[src/rtl/sro_pkg.sv]
package sro_pkg;
  localparam int unsigned SRO_WORD_W = 16;

  typedef enum logic [1:0] {
    PH_IDLE  = 2'd0,
    PH_SYNC  = 2'd1,
    PH_SHIFT = 2'd2
  } rd_phase_t;
endpackage

[src/rtl/sro_capture.sv]
// Holds the most recent conversion result and an unread flag.
module sro_capture #(
  parameter int unsigned WORD_W = 16
) (
  input  logic              clk,
  input  logic              rst_n,
  input  logic              busy_i,
  input  logic [WORD_W-1:0] result_i,
  input  logic              consume_i,
  output logic [WORD_W-1:0] word_o,
  output logic              fresh_o
);
  logic busy_q;
  logic busy_rise;

  assign busy_rise = busy_i & ~busy_q;

  always_ff @(posedge clk or negedge rst_n) begin
    if (!rst_n) begin
      busy_q  <= 1'b1;
      word_o  <= '0;
      fresh_o <= 1'b0;
    end else begin
      busy_q <= busy_i;
      if (busy_rise) begin
        word_o  <= result_i;
        fresh_o <= 1'b1;
      end else if (consume_i) begin
        fresh_o <= 1'b0;
      end
    end
  end
endmodule

[src/rtl/sro_arm.sv]
// Remembers that a non-read edge occurred since the last read start.
module sro_arm (
  input  logic clk,
  input  logic rst_n,
  input  logic arm_edge_i,
  input  logic consume_i,
  output logic armed_o
);
  always_ff @(posedge clk or negedge rst_n) begin
    if (!rst_n) begin
      armed_o <= 1'b0;
    end else if (arm_edge_i) begin
      armed_o <= 1'b1;
    end else if (consume_i) begin
      armed_o <= 1'b0;
    end
  end
endmodule

[src/rtl/sro_shifter.sv]
// Output bit register plus a chain that drains the word and fills from tag.
module sro_shifter #(
  parameter int unsigned WORD_W = 16
) (
  input  logic              clk,
  input  logic              rst_n,
  input  logic              clear_i,
  input  logic              load_i,
  input  logic              shift_i,
  input  logic [WORD_W-1:0] word_i,
  input  logic              tag_i,
  output logic              data_o
);
  localparam int unsigned TOP = WORD_W - 1;

  logic [TOP:0] chain_q;

  always_ff @(posedge clk or negedge rst_n) begin
    if (!rst_n) begin
      data_o  <= 1'b0;
      chain_q <= '0;
    end else if (clear_i) begin
      data_o  <= 1'b0;
      chain_q <= '0;
    end else if (load_i) begin
      data_o  <= word_i[TOP];
      chain_q <= {word_i[TOP-1:0], tag_i};
    end else if (shift_i) begin
      data_o  <= chain_q[TOP];
      chain_q <= {chain_q[TOP-1:0], tag_i};
    end
  end
endmodule

[src/rtl/sro_readout.sv]
module sro_readout #(
  parameter int unsigned WORD_W = sro_pkg::SRO_WORD_W
) (
  input  logic              dclk,
  input  logic              rst_n,
  input  logic [WORD_W-1:0] conv_result,
  input  logic              busy,
  input  logic              cs_n,
  input  logic              rd_cnv,
  input  logic              tag_in,
  output logic              sync_out,
  output logic              data_out
);
  import sro_pkg::*;

  rd_phase_t         phase_q;
  logic              read_sel;
  logic              start;
  logic              armed;
  logic              fresh;
  logic [WORD_W-1:0] held_word;

  assign read_sel = ~cs_n & rd_cnv;
  assign start    = (phase_q == PH_IDLE) & read_sel & busy & armed & fresh;

  sro_capture #(.WORD_W(WORD_W)) u_capture (
    .clk      (dclk),
    .rst_n    (rst_n),
    .busy_i   (busy),
    .result_i (conv_result),
    .consume_i(start),
    .word_o   (held_word),
    .fresh_o  (fresh)
  );

  sro_arm u_arm (
    .clk       (dclk),
    .rst_n     (rst_n),
    .arm_edge_i(~read_sel),
    .consume_i (start),
    .armed_o   (armed)
  );

  sro_shifter #(.WORD_W(WORD_W)) u_shift (
    .clk    (dclk),
    .rst_n  (rst_n),
    .clear_i(~read_sel),
    .load_i (phase_q == PH_SYNC),
    .shift_i(phase_q == PH_SHIFT),
    .word_i (held_word),
    .tag_i  (tag_in),
    .data_o (data_out)
  );

  always_ff @(posedge dclk or negedge rst_n) begin
    if (!rst_n) begin
      phase_q  <= PH_IDLE;
      sync_out <= 1'b0;
    end else begin
      sync_out <= start;
      if (!read_sel) begin
        phase_q <= PH_IDLE;
      end else begin
        unique case (phase_q)
          PH_IDLE:  if (start) phase_q <= PH_SYNC;
          PH_SYNC:  phase_q <= PH_SHIFT;
          default:  phase_q <= PH_SHIFT;
        endcase
      end
    end
  end
endmodule

[config.mk]
export PLATFORM = sky130hd
export DESIGN_NAME = sro_readout
export DESIGN_NICKNAME = d
export VERILOG_FILES = /design/src/rtl/sro_pkg.sv /design/src/rtl/sro_capture.sv /design/src/rtl/sro_arm.sv /design/src/rtl/sro_shifter.sv /design/src/rtl/sro_readout.sv
export SDC_FILE = /design/constraint.sdc
export NUM_CORES = 1
export LEC_CHECK = 0
export BUFFER_PORTS_ARGS = -buffer_cell sky130_fd_sc_hd__buf_2
export CORE_ASPECT_RATIO = 0.6
export CORE_UTILIZATION = 56
export DETAILED_ROUTE_END_ITERATION = 8
export GPL_TIMING_DRIVEN = 0
export PLACE_DENSITY_LB_ADDON = 0.05
export SLEW_MARGIN = 20
export SYNTH_ARGS = -nofsm -noshare
export SYNTH_HDL_FRONTEND = slang
export SYNTH_SLANG_ARGS = --single-unit
[constraint.sdc]
create_clock -name dclk -period 1.8 [get_ports dclk]
set_input_delay 0 -clock dclk [delete_from_list [all_inputs] [get_ports dclk]]
set_output_delay 0 -clock dclk [all_outputs]
set_load 0.03 [all_outputs]
==> results of run 1 <==
## per-stage QoR
| stage | power, mW | utilization, % | instance area [um2] | hold WS, ns |
|---|---|---|---|---|
| after global routing | 2.07 | 76.5 | 2240 | 0.0303 |
| final | 1.98 | 76.5 | 2240 | 0.0126 |
| after detailed placement | 1.21 | 66.0 | 1930 | 0.139 |
| after CTS | 2.00 | 76.5 | 2240 | 0.00802 |
| after global placement | 1.20 | 66.0 | 1930 | 0.137 |
| after floorplan | 1.13 | - | 1770 | -0.296 |
## worst max path at each step
| stage | slack [ns] | endpoint | depth (start not counted) |
|---|---|---|---|
| floorplan | 0.57 | u_capture.word_o[0]$_DFFE_PN0P_ | 4 |
| global placement | 0.53 | u_capture.word_o[14]$_DFFE_PN0P_ | 4 |
| detailed placement | 0.52 | u_capture.word_o[4]$_DFFE_PN0P_ | 4 |
| CTS | 0.51 | u_capture.word_o[4]$_DFFE_PN0P_ | 4 |
| global route | 0.47 | u_shift.chain_q[5]$_DFFE_PN0P_ | 4 |
| finish | 0.52 | u_capture.word_o[14]$_DFFE_PN0P_ | 4 |
## sequential cells by signal, summed over array words and instances (netlist names)
| name | cells |
|---|---|
| u_arm.armed_o | 1 |
| u_capture.fresh_o | 1 |
| u_shift.chain_q | 16 |
| phase_q | 2 |
| u_shift.data_o | 1 |
| sync_out | 1 |
| u_capture.word_o | 16 |
| u_capture.busy_q | 1 |
## synthesized netlist by cell type, drive strengths merged
cell type	number	area, um2
a21oi	30	150
nand4	1	6.26
nand2	3	11.3
dfstp	1	26.3
nor2	4	17.5
o21ai	1	5.00
nand3	2	10.0
o22ai	16	100
nand2b	1	8.76
mux2i	2	20.0
nor2b	17	121
a21o	2	15.0
buf	10	92.6
or2b	1	7.51
mux2	16	214
xnor2	1	8.76
dfrtp	38	951
## cell type report
cell class / instances / area, um2
fill: 192 / 687
clock inverter: 2 / 35.0
sequential: 39 / 977
timing repair buffer: 42 / 305
tap: 42 / 52.6
buffer: 10 / 92.6
clock buffer: 6 / 82.6
multi-input combinational: 97 / 696
## per-layer routing
metal | routed length (um) | part of all wire, %
met1 | 1690 | 46
met2 | 1720 | 47
met3 | 210 | 5.7
met4 | 46 | 1.3
met5 | 0 | 0
## worst max-delay path, delay by kind of cell (launching register included)
| kind | cells | cell delay (ns) |
|---|---|---|
| flip-flops | 1 | 0.55 |
| buffers and inverters | 2 | 0.29 |
| multiplexers | 1 | 0.29 |
| AND/OR/NAND/NOR | 1 | 0.04 |
## power by group
group	internal, mW	switching, mW
combinational	0.144	0.101
sequential	0.943	0.0399
clock	0.448	0.308
## logic make-up (layout without fill, tap and decap cells)
group,Yosys count,count (layout)
and+or+nand+nor,29,29
buffers and inverters,10,60
muxes,18,18
xor gates and xnor gates,1,1
AOI/OAI and AO/OA,49,49
DFF,39,39
## timing repair
item / CTS / global route
hold endpoints to repair: 56 / 0
gates resized for setup: 0 / 0
hold buffers: 19 / 0
==> reports/qor.log, run 1 <==
qor: floorplanning.core-area 2930 um2
qor: detailed_routing.first_drt_pass_iteration_count 4
qor: floorplanning.initial_standard_cell_utilization_of_the_core 60.3%
qor: logic_synthesis.main_combinational_cell_family_by_area_after_synthesis compound AO/OA/AOI/OAI gates
qor: logic_synthesis.net_count_after_synthesis 168
qor: grt.grtUsageMet3 8.41%
qor: final_layout.final_cell_mix sky130_fd_sc_hd__dfrtp_1, sky130_fd_sc_hd__a21oi_1, sky130_fd_sc_hd__buf_2
qor: logic_synthesis.ys_types 24
qor: detailed_routing.vias 1294
qor: worst_hold_path.worst_hold_path_endpoint phase_q[1]$_DFFE_PN0P_
qor: clocking.cts_setup_buffers 0
qor: flow_run.drv.max_cap_violation_count 0
qor: place.place_congestion 0.740
qor: timing.rsz0062_at_grt no
qor: detailed_routing.drc 0
qor: worst_setup_path.setup.worst_path.end_class register
qor: clocking.cts_max_level 2
qor: worst_setup_path.type_of_the_worst_setup_path register to register
qor: final_layout.area.growth.synth_to_final 26.9%
qor: status.run_status complete, no violations
qor: final_layout.antenna_cells_inserted 0
qor: grt.global_route.usage.met2 38.7%
qor: worst_setup_path.crit_path_top_delay_cell sky130_fd_sc_hd__dfstp_2
qor: place.post_dp_hpwl 2.32 mm
qor: place.placed_cells_incl_taps 211
qor: clocking.clock_tree_root_buffer_cell sky130_fd_sc_hd__clkbuf_8
qor: pwr.worst_ir_drop_vdd 599 uV
qor: floorplanning.die_y 45.5 um
qor: worst_setup_path.r2r_setup_slack 0.52 ns
qor: timing.setup-tns-final 0 ns
qor: logic_synthesis.post_synth_instance_area 1770 um2
qor: clocking.cts-buffers-inserted 5
qor: worst_setup_path.critical_path_required 1.98 ns
qor: detailed_routing.finalWirelength 3.67 mm
qor: logic_synthesis.syn_inst 146
qor: grt.grt_overflow_total 0
qor: timing.timing.clock.skew 0.00923 ns
qor: timing.timing.final.hold_violations 0
qor: worst_setup_path.critical_path.cell_chain nor2b_4 -> buf_6 -> buf_12 -> mux2_4
qor: grt.number_of_global_route_vias_before_repair 1274
qor: clocking.worst_setup_hold_path_clk_slew 0.07 ns
qor: place.post-place-ws 0.519 ns
qor: grt.grt_start_max_net_pins 40
qor: timing.finalSetupViolCount 0
qor: logic_synthesis.yosys-mux-area-fraction 13.3%
qor: logic_synthesis.post_synthesis_xor_xnor_area_fraction 0.496%
qor: logic_synthesis.synthAdderAreaFrac 0%
qor: pwr.powerDensity 886 nW/um2
qor: place.io_buffers 23
qor: worst_setup_path.worst_setup_path_startpoint u_capture.busy_q$_DFF_PN1_
qor: detailed_routing.first_iter_violations 66
qor: worst_setup_path.worstReg2RegEnd u_capture.word_o[14]$_DFFE_PN0P_
qor: grt.global_route.peak_usage_layer met2
qor: final_layout.final_cell_count_no_fill 238
qor: clocking.cts_tree built
qor: grt.grtUsageTotal 24.3%
qor: worst_hold_path.min_from cs_n
qor: worst_hold_path.hold_path.class input pin to register
qor: worst_setup_path.regToRegStartpoint u_capture.busy_q$_DFF_PN1_
qor: worst_setup_path.worst-path-max-fanout 10
qor: detailed_routing.wl_per_cell 15.4 um
qor: floorplanning.design.die.area 3390 um2
qor: clocking.clk_path_buf_depth 2
qor: timing.finalWorstSetupSlack 0.515 ns
qor: detailed_routing.antenna_left 0
qor: worst_setup_path.critical_path.startpoint_type register
qor: logic_synthesis.synth_sequential_area_ratio 55.4%
qor: worst_setup_path.worstPathArrival 1.46 ns
qor: logic_synthesis.synth_compound_gate_area_share 15.3%
qor: timing.finalMaxSlewViolations 0
qor: clocking.worstSkewPairLatency 0.30 ns
qor: worst_hold_path.hold-path-cell-count 3
qor: timing.period_share 71.4%
qor: timing.fmax 0.778 GHz
qor: detailed_routing.via_per_inst 5.44
qor: floorplanning.die_w 74.5 um
qor: final_layout.layout-drive-gt1-share 31.6%
qor: worst_setup_path.worst_reg2reg_path_length_in_cells 4
qor: floorplanning.top_ports 24
qor: pwr.cellLeakagePower 1.01 nW
qor: logic_synthesis.synth_simple_gate_area_share 10.3%
qor: final_layout.net_count_final 217
qor: timing.max_slew_margin 45.0%
qor: timing.min_period 1.28 ns
qor: floorplanning.placementRows 15
qor: worst_setup_path.worst_path_largest_cell_delay 0.55 ns
qor: grt.globalRouteMet1Util 31.0%
qor: logic_synthesis.yosysWarnings 0
qor: logic_synthesis.syn_avg_cell_area 12.1 um2
qor: clocking.cts_num_sinks 39
qor: grt.initial_antenna_violation_count 0
qor: timing.slew_worst_pin 0.825 ns
qor: logic_synthesis.ys_ff_latch 39
qor: final_layout.final_common_cell sky130_fd_sc_hd__dfrtp_1
qor: grt.grt_first_pass_wirelength 5.76 mm
Power figures use the tool's default switching activity.
==> inputs of run 2 (changes only) <==
==> constraint.sdc (replaced) <==
create_clock -name dclk -period 1.3 [get_ports dclk]
set_input_delay 0 -clock dclk [delete_from_list [all_inputs] [get_ports dclk]]
set_output_delay 0 -clock dclk [all_outputs]
set_load 0.03 [all_outputs]
==> run 2 against run 1 <==
Compared with the run above:
- non-clock buffer count stayed put
- global-route usage stayed put
- wire length is 0.68% higher
- largest power group unchanged
- clock-buffer cell count stayed put
- final cell count stayed put
- die area stayed put
==> reports/qor.log, run 2 (synthesis results as in run 1) <==
qor: pwr.p_seq_share 49.4%
qor: clocking.cts_setup_buffers 0
qor: pwr.powerDensity 1230 nW/um2
qor: floorplanning.die_w 74.5 um
qor: timing.rsz0062_at_grt no
qor: worst_setup_path.worst_path_dominant_cell_family flip-flops
qor: clocking.worst_setup_hold_path_clk_slew 0.07 ns
qor: timing.timing.clock.skew 0.00824 ns
qor: clocking.clock_tree_root_buffer_cell sky130_fd_sc_hd__clkbuf_8
qor: worst_setup_path.worstPathArrival 1.47 ns
qor: pwr.worst_ir_drop_vdd 832 uV
qor: worst_setup_path.critical_path.startpoint_type register
qor: grt.number_of_global_route_vias_before_repair 1274
qor: worst_setup_path.critical_path_required 1.48 ns
qor: final_layout.final_cell_mix sky130_fd_sc_hd__dfrtp_1, sky130_fd_sc_hd__a21oi_1, sky130_fd_sc_hd__buf_2
qor: place.place_congestion 0.740
qor: final_layout.layout-drive-gt1-share 31.6%
qor: status.run_status complete, no violations
qor: clocking.clk_path_buf_depth 2
qor: worst_setup_path.worst_path_largest_cell_delay 0.55 ns
qor: grt.grt_first_pass_wirelength 5.76 mm
qor: floorplanning.die_y 45.5 um
qor: place.io_buffers 23
qor: final_layout.largest_registers_ranked_by_flip_flop_count u_capture.word_o: 16 flops, u_shift.chain_q: 16 flops, phase_q: 2 flops
qor: floorplanning.placementRows 15
qor: timing.finalSetupViolCount 0
qor: final_layout.filler_cell_count 191
qor: grt.grt_start_max_net_pins 40
qor: pwr.p_int 2.13 mW
qor: detailed_routing.antenna_left 0
qor: detailed_routing.wl_per_cell 15.5 um
qor: timing.min_period 1.28 ns
qor: grt.grtUsageTotal 24.3%
qor: grt.initial_antenna_violation_count 0
qor: worst_setup_path.setup.worst_path.end_class register
qor: detailed_routing.finalWirelength 3.70 mm
qor: pwr.cellLeakagePower 1.01 nW
qor: detailed_routing.vias 1282
qor: final_layout.final-seq-area 977 um2
qor: pwr.pwr-share-comb 12.3%
qor: clocking.cts-buffers-inserted 5
qor: timing.fmax 0.779 GHz
qor: final_layout.final_common_cell sky130_fd_sc_hd__dfrtp_1
qor: timing.max_slew_margin 45.1%
qor: detailed_routing.first_iter_violations 66
qor: final_layout.net_count_final 217
qor: floorplanning.top_ports 24
qor: worst_setup_path.worst-path-max-fanout 10
qor: detailed_routing.drc 0
qor: clocking.cts_num_sinks 39
qor: timing.period_share 98.8%
qor: detailed_routing.via_per_inst 5.39
qor: pwr.switching_share 22.8%
qor: worst_setup_path.crit_path_top_delay_cell sky130_fd_sc_hd__dfstp_2
qor: timing.finalWorstSetupSlack 0.0158 ns
qor: clocking.worstSkewPairLatency 0.30 ns
qor: timing.timing.final.hold_violations 0
qor: worst_setup_path.critical_path_buf_inv_count 2
qor: timing.slew_worst_pin 0.823 ns
qor: final_layout.area.growth.synth_to_final 27.1%
qor: place.post_dp_hpwl 2.32 mm
qor: timing.finalMaxSlewViolations 0
qor: timing.setup-tns-final 0 ns
qor: final_layout.multi_input_comb_area 696 um2
qor: worst_setup_path.type_of_the_worst_setup_path register to register
qor: pwr.share_clk_of_total_power 38.2%
qor: place.post-place-ws 0.0189 ns
qor: grt.grt_overflow_total 0
qor: clocking.cts_tree built
qor: final_layout.antenna_cells_inserted 0
qor: worst_setup_path.critical_path.cell_chain nor2b_4 -> buf_6 -> buf_12 -> mux2_4
qor: clocking.cts_max_level 2
qor: worst_hold_path.hold_path.class input pin to register
qor: final_layout.utilization 76.6%
qor: flow_run.drv.max_cap_violation_count 0
qor: detailed_routing.first_drt_pass_iteration_count 4
qor: place.placed_cell_area 1930 um2
qor: floorplanning.design.die.area 3390 um2
qor: floorplanning.initial_standard_cell_utilization_of_the_core 60.3%
qor: pwr.fin_total_pwr 2.75 mW
qor: final_layout.design_area 2240 um2
qor: pwr.p_switching 0.628 mW
qor: floorplanning.core-area 2930 um2
-- run 2: changes by cell type in the layout (fill, tap and decap cells not counted) --
| cell | change |
|---|---|
| sky130_fd_sc_hd__buf_2 | -1 |
| sky130_fd_sc_hd__clkbuf_4 | +1 |
-- run 2: per-stage QoR --
step / hold slack, ns / instances
floorplan: -0.296 / 146
global placement: 0.137 / 211
detailed placement: 0.139 / 211
CTS: 0.00802 / 238
global route: 0.0303 / 238
finish: 0.00809 / 238
-- run 2: worst reg2reg max path, stage by stage, from the launching register on --
cell                      delay (ns)
sky130_fd_sc_hd__dfstp_2        0.55
sky130_fd_sc_hd__nor2b_4        0.04
sky130_fd_sc_hd__buf_6          0.14
sky130_fd_sc_hd__buf_12         0.15
sky130_fd_sc_hd__mux2_4         0.29
-- run 2: layout make-up --
type | count | share of cell area [%]
flip-flops and latches | 39 | 43.6
plain buffers | 10 | 4.24
repair buffers | 42 | 13.6
multi-input cells | 97 | 31.0
clock inverters | 2 | 1.56
well taps | 42 | 2.34
clock buffers | 6 | 3.68
-- run 2: what timing repair did --
| action | in CTS | in global routing |
|---|---|---|
| gates resized for setup | 0 | 1 |
| hold buffers | 19 | 0 |
| hold endpoints to repair | 56 | 0 |
| endpoints found under the setup margin | 0 | 3 |
-- run 2: worst paths after layout --
| kind | from | to | slack (ns) | cells past startpoint |
|---|---|---|---|---|
| worst max-delay path | u_capture.busy_q$_DFF_PN1_ | u_capture.word_o[14]$_DFFE_PN0P_ | 0.02 | 4 |
| worst min-delay path | cs_n | phase_q[1]$_DFFE_PN0P_ | 0.008 | 3 |
| worst max register to register | u_capture.busy_q$_DFF_PN1_ | u_capture.word_o[14]$_DFFE_PN0P_ | 0.02 | 4 |
| worst min register to register | u_capture.fresh_o$_DFFE_PN0P_ | u_capture.fresh_o$_DFFE_PN0P_ | 0.49 | 1 |
| max in group asynchronous | rst_n | u_capture.word_o[12]$_DFFE_PN0P_ | 0.45 | 2 |
| min in group asynchronous | rst_n | u_capture.word_o[2]$_DFFE_PN0P_ | 0.33 | 2 |
-- run 2: layer usage --
metal | wire length [um] | vias up | global-route usage (%)
met5 | 0 | - | 0
met4 | 56 | 0 | 9.43
met3 | 232 | 8 | 8.41
met2 | 1770 | 40 | 38.7
met1 | 1640 | 617 | 31.0
li1 | - | 617 | -
-- run 2: power groups by stage --
stage | logic (mW) | registers, mW | clock network (mW)
after detailed placement | 0.297 | 1.38 | 0
final | 0.340 | 1.36 | 1.05
after CTS | 0.342 | 1.36 | 1.06
after floorplan | 0.203 | 1.37 | 0
after global routing | 0.368 | 1.37 | 1.12
after global placement | 0.286 | 1.38 | 0
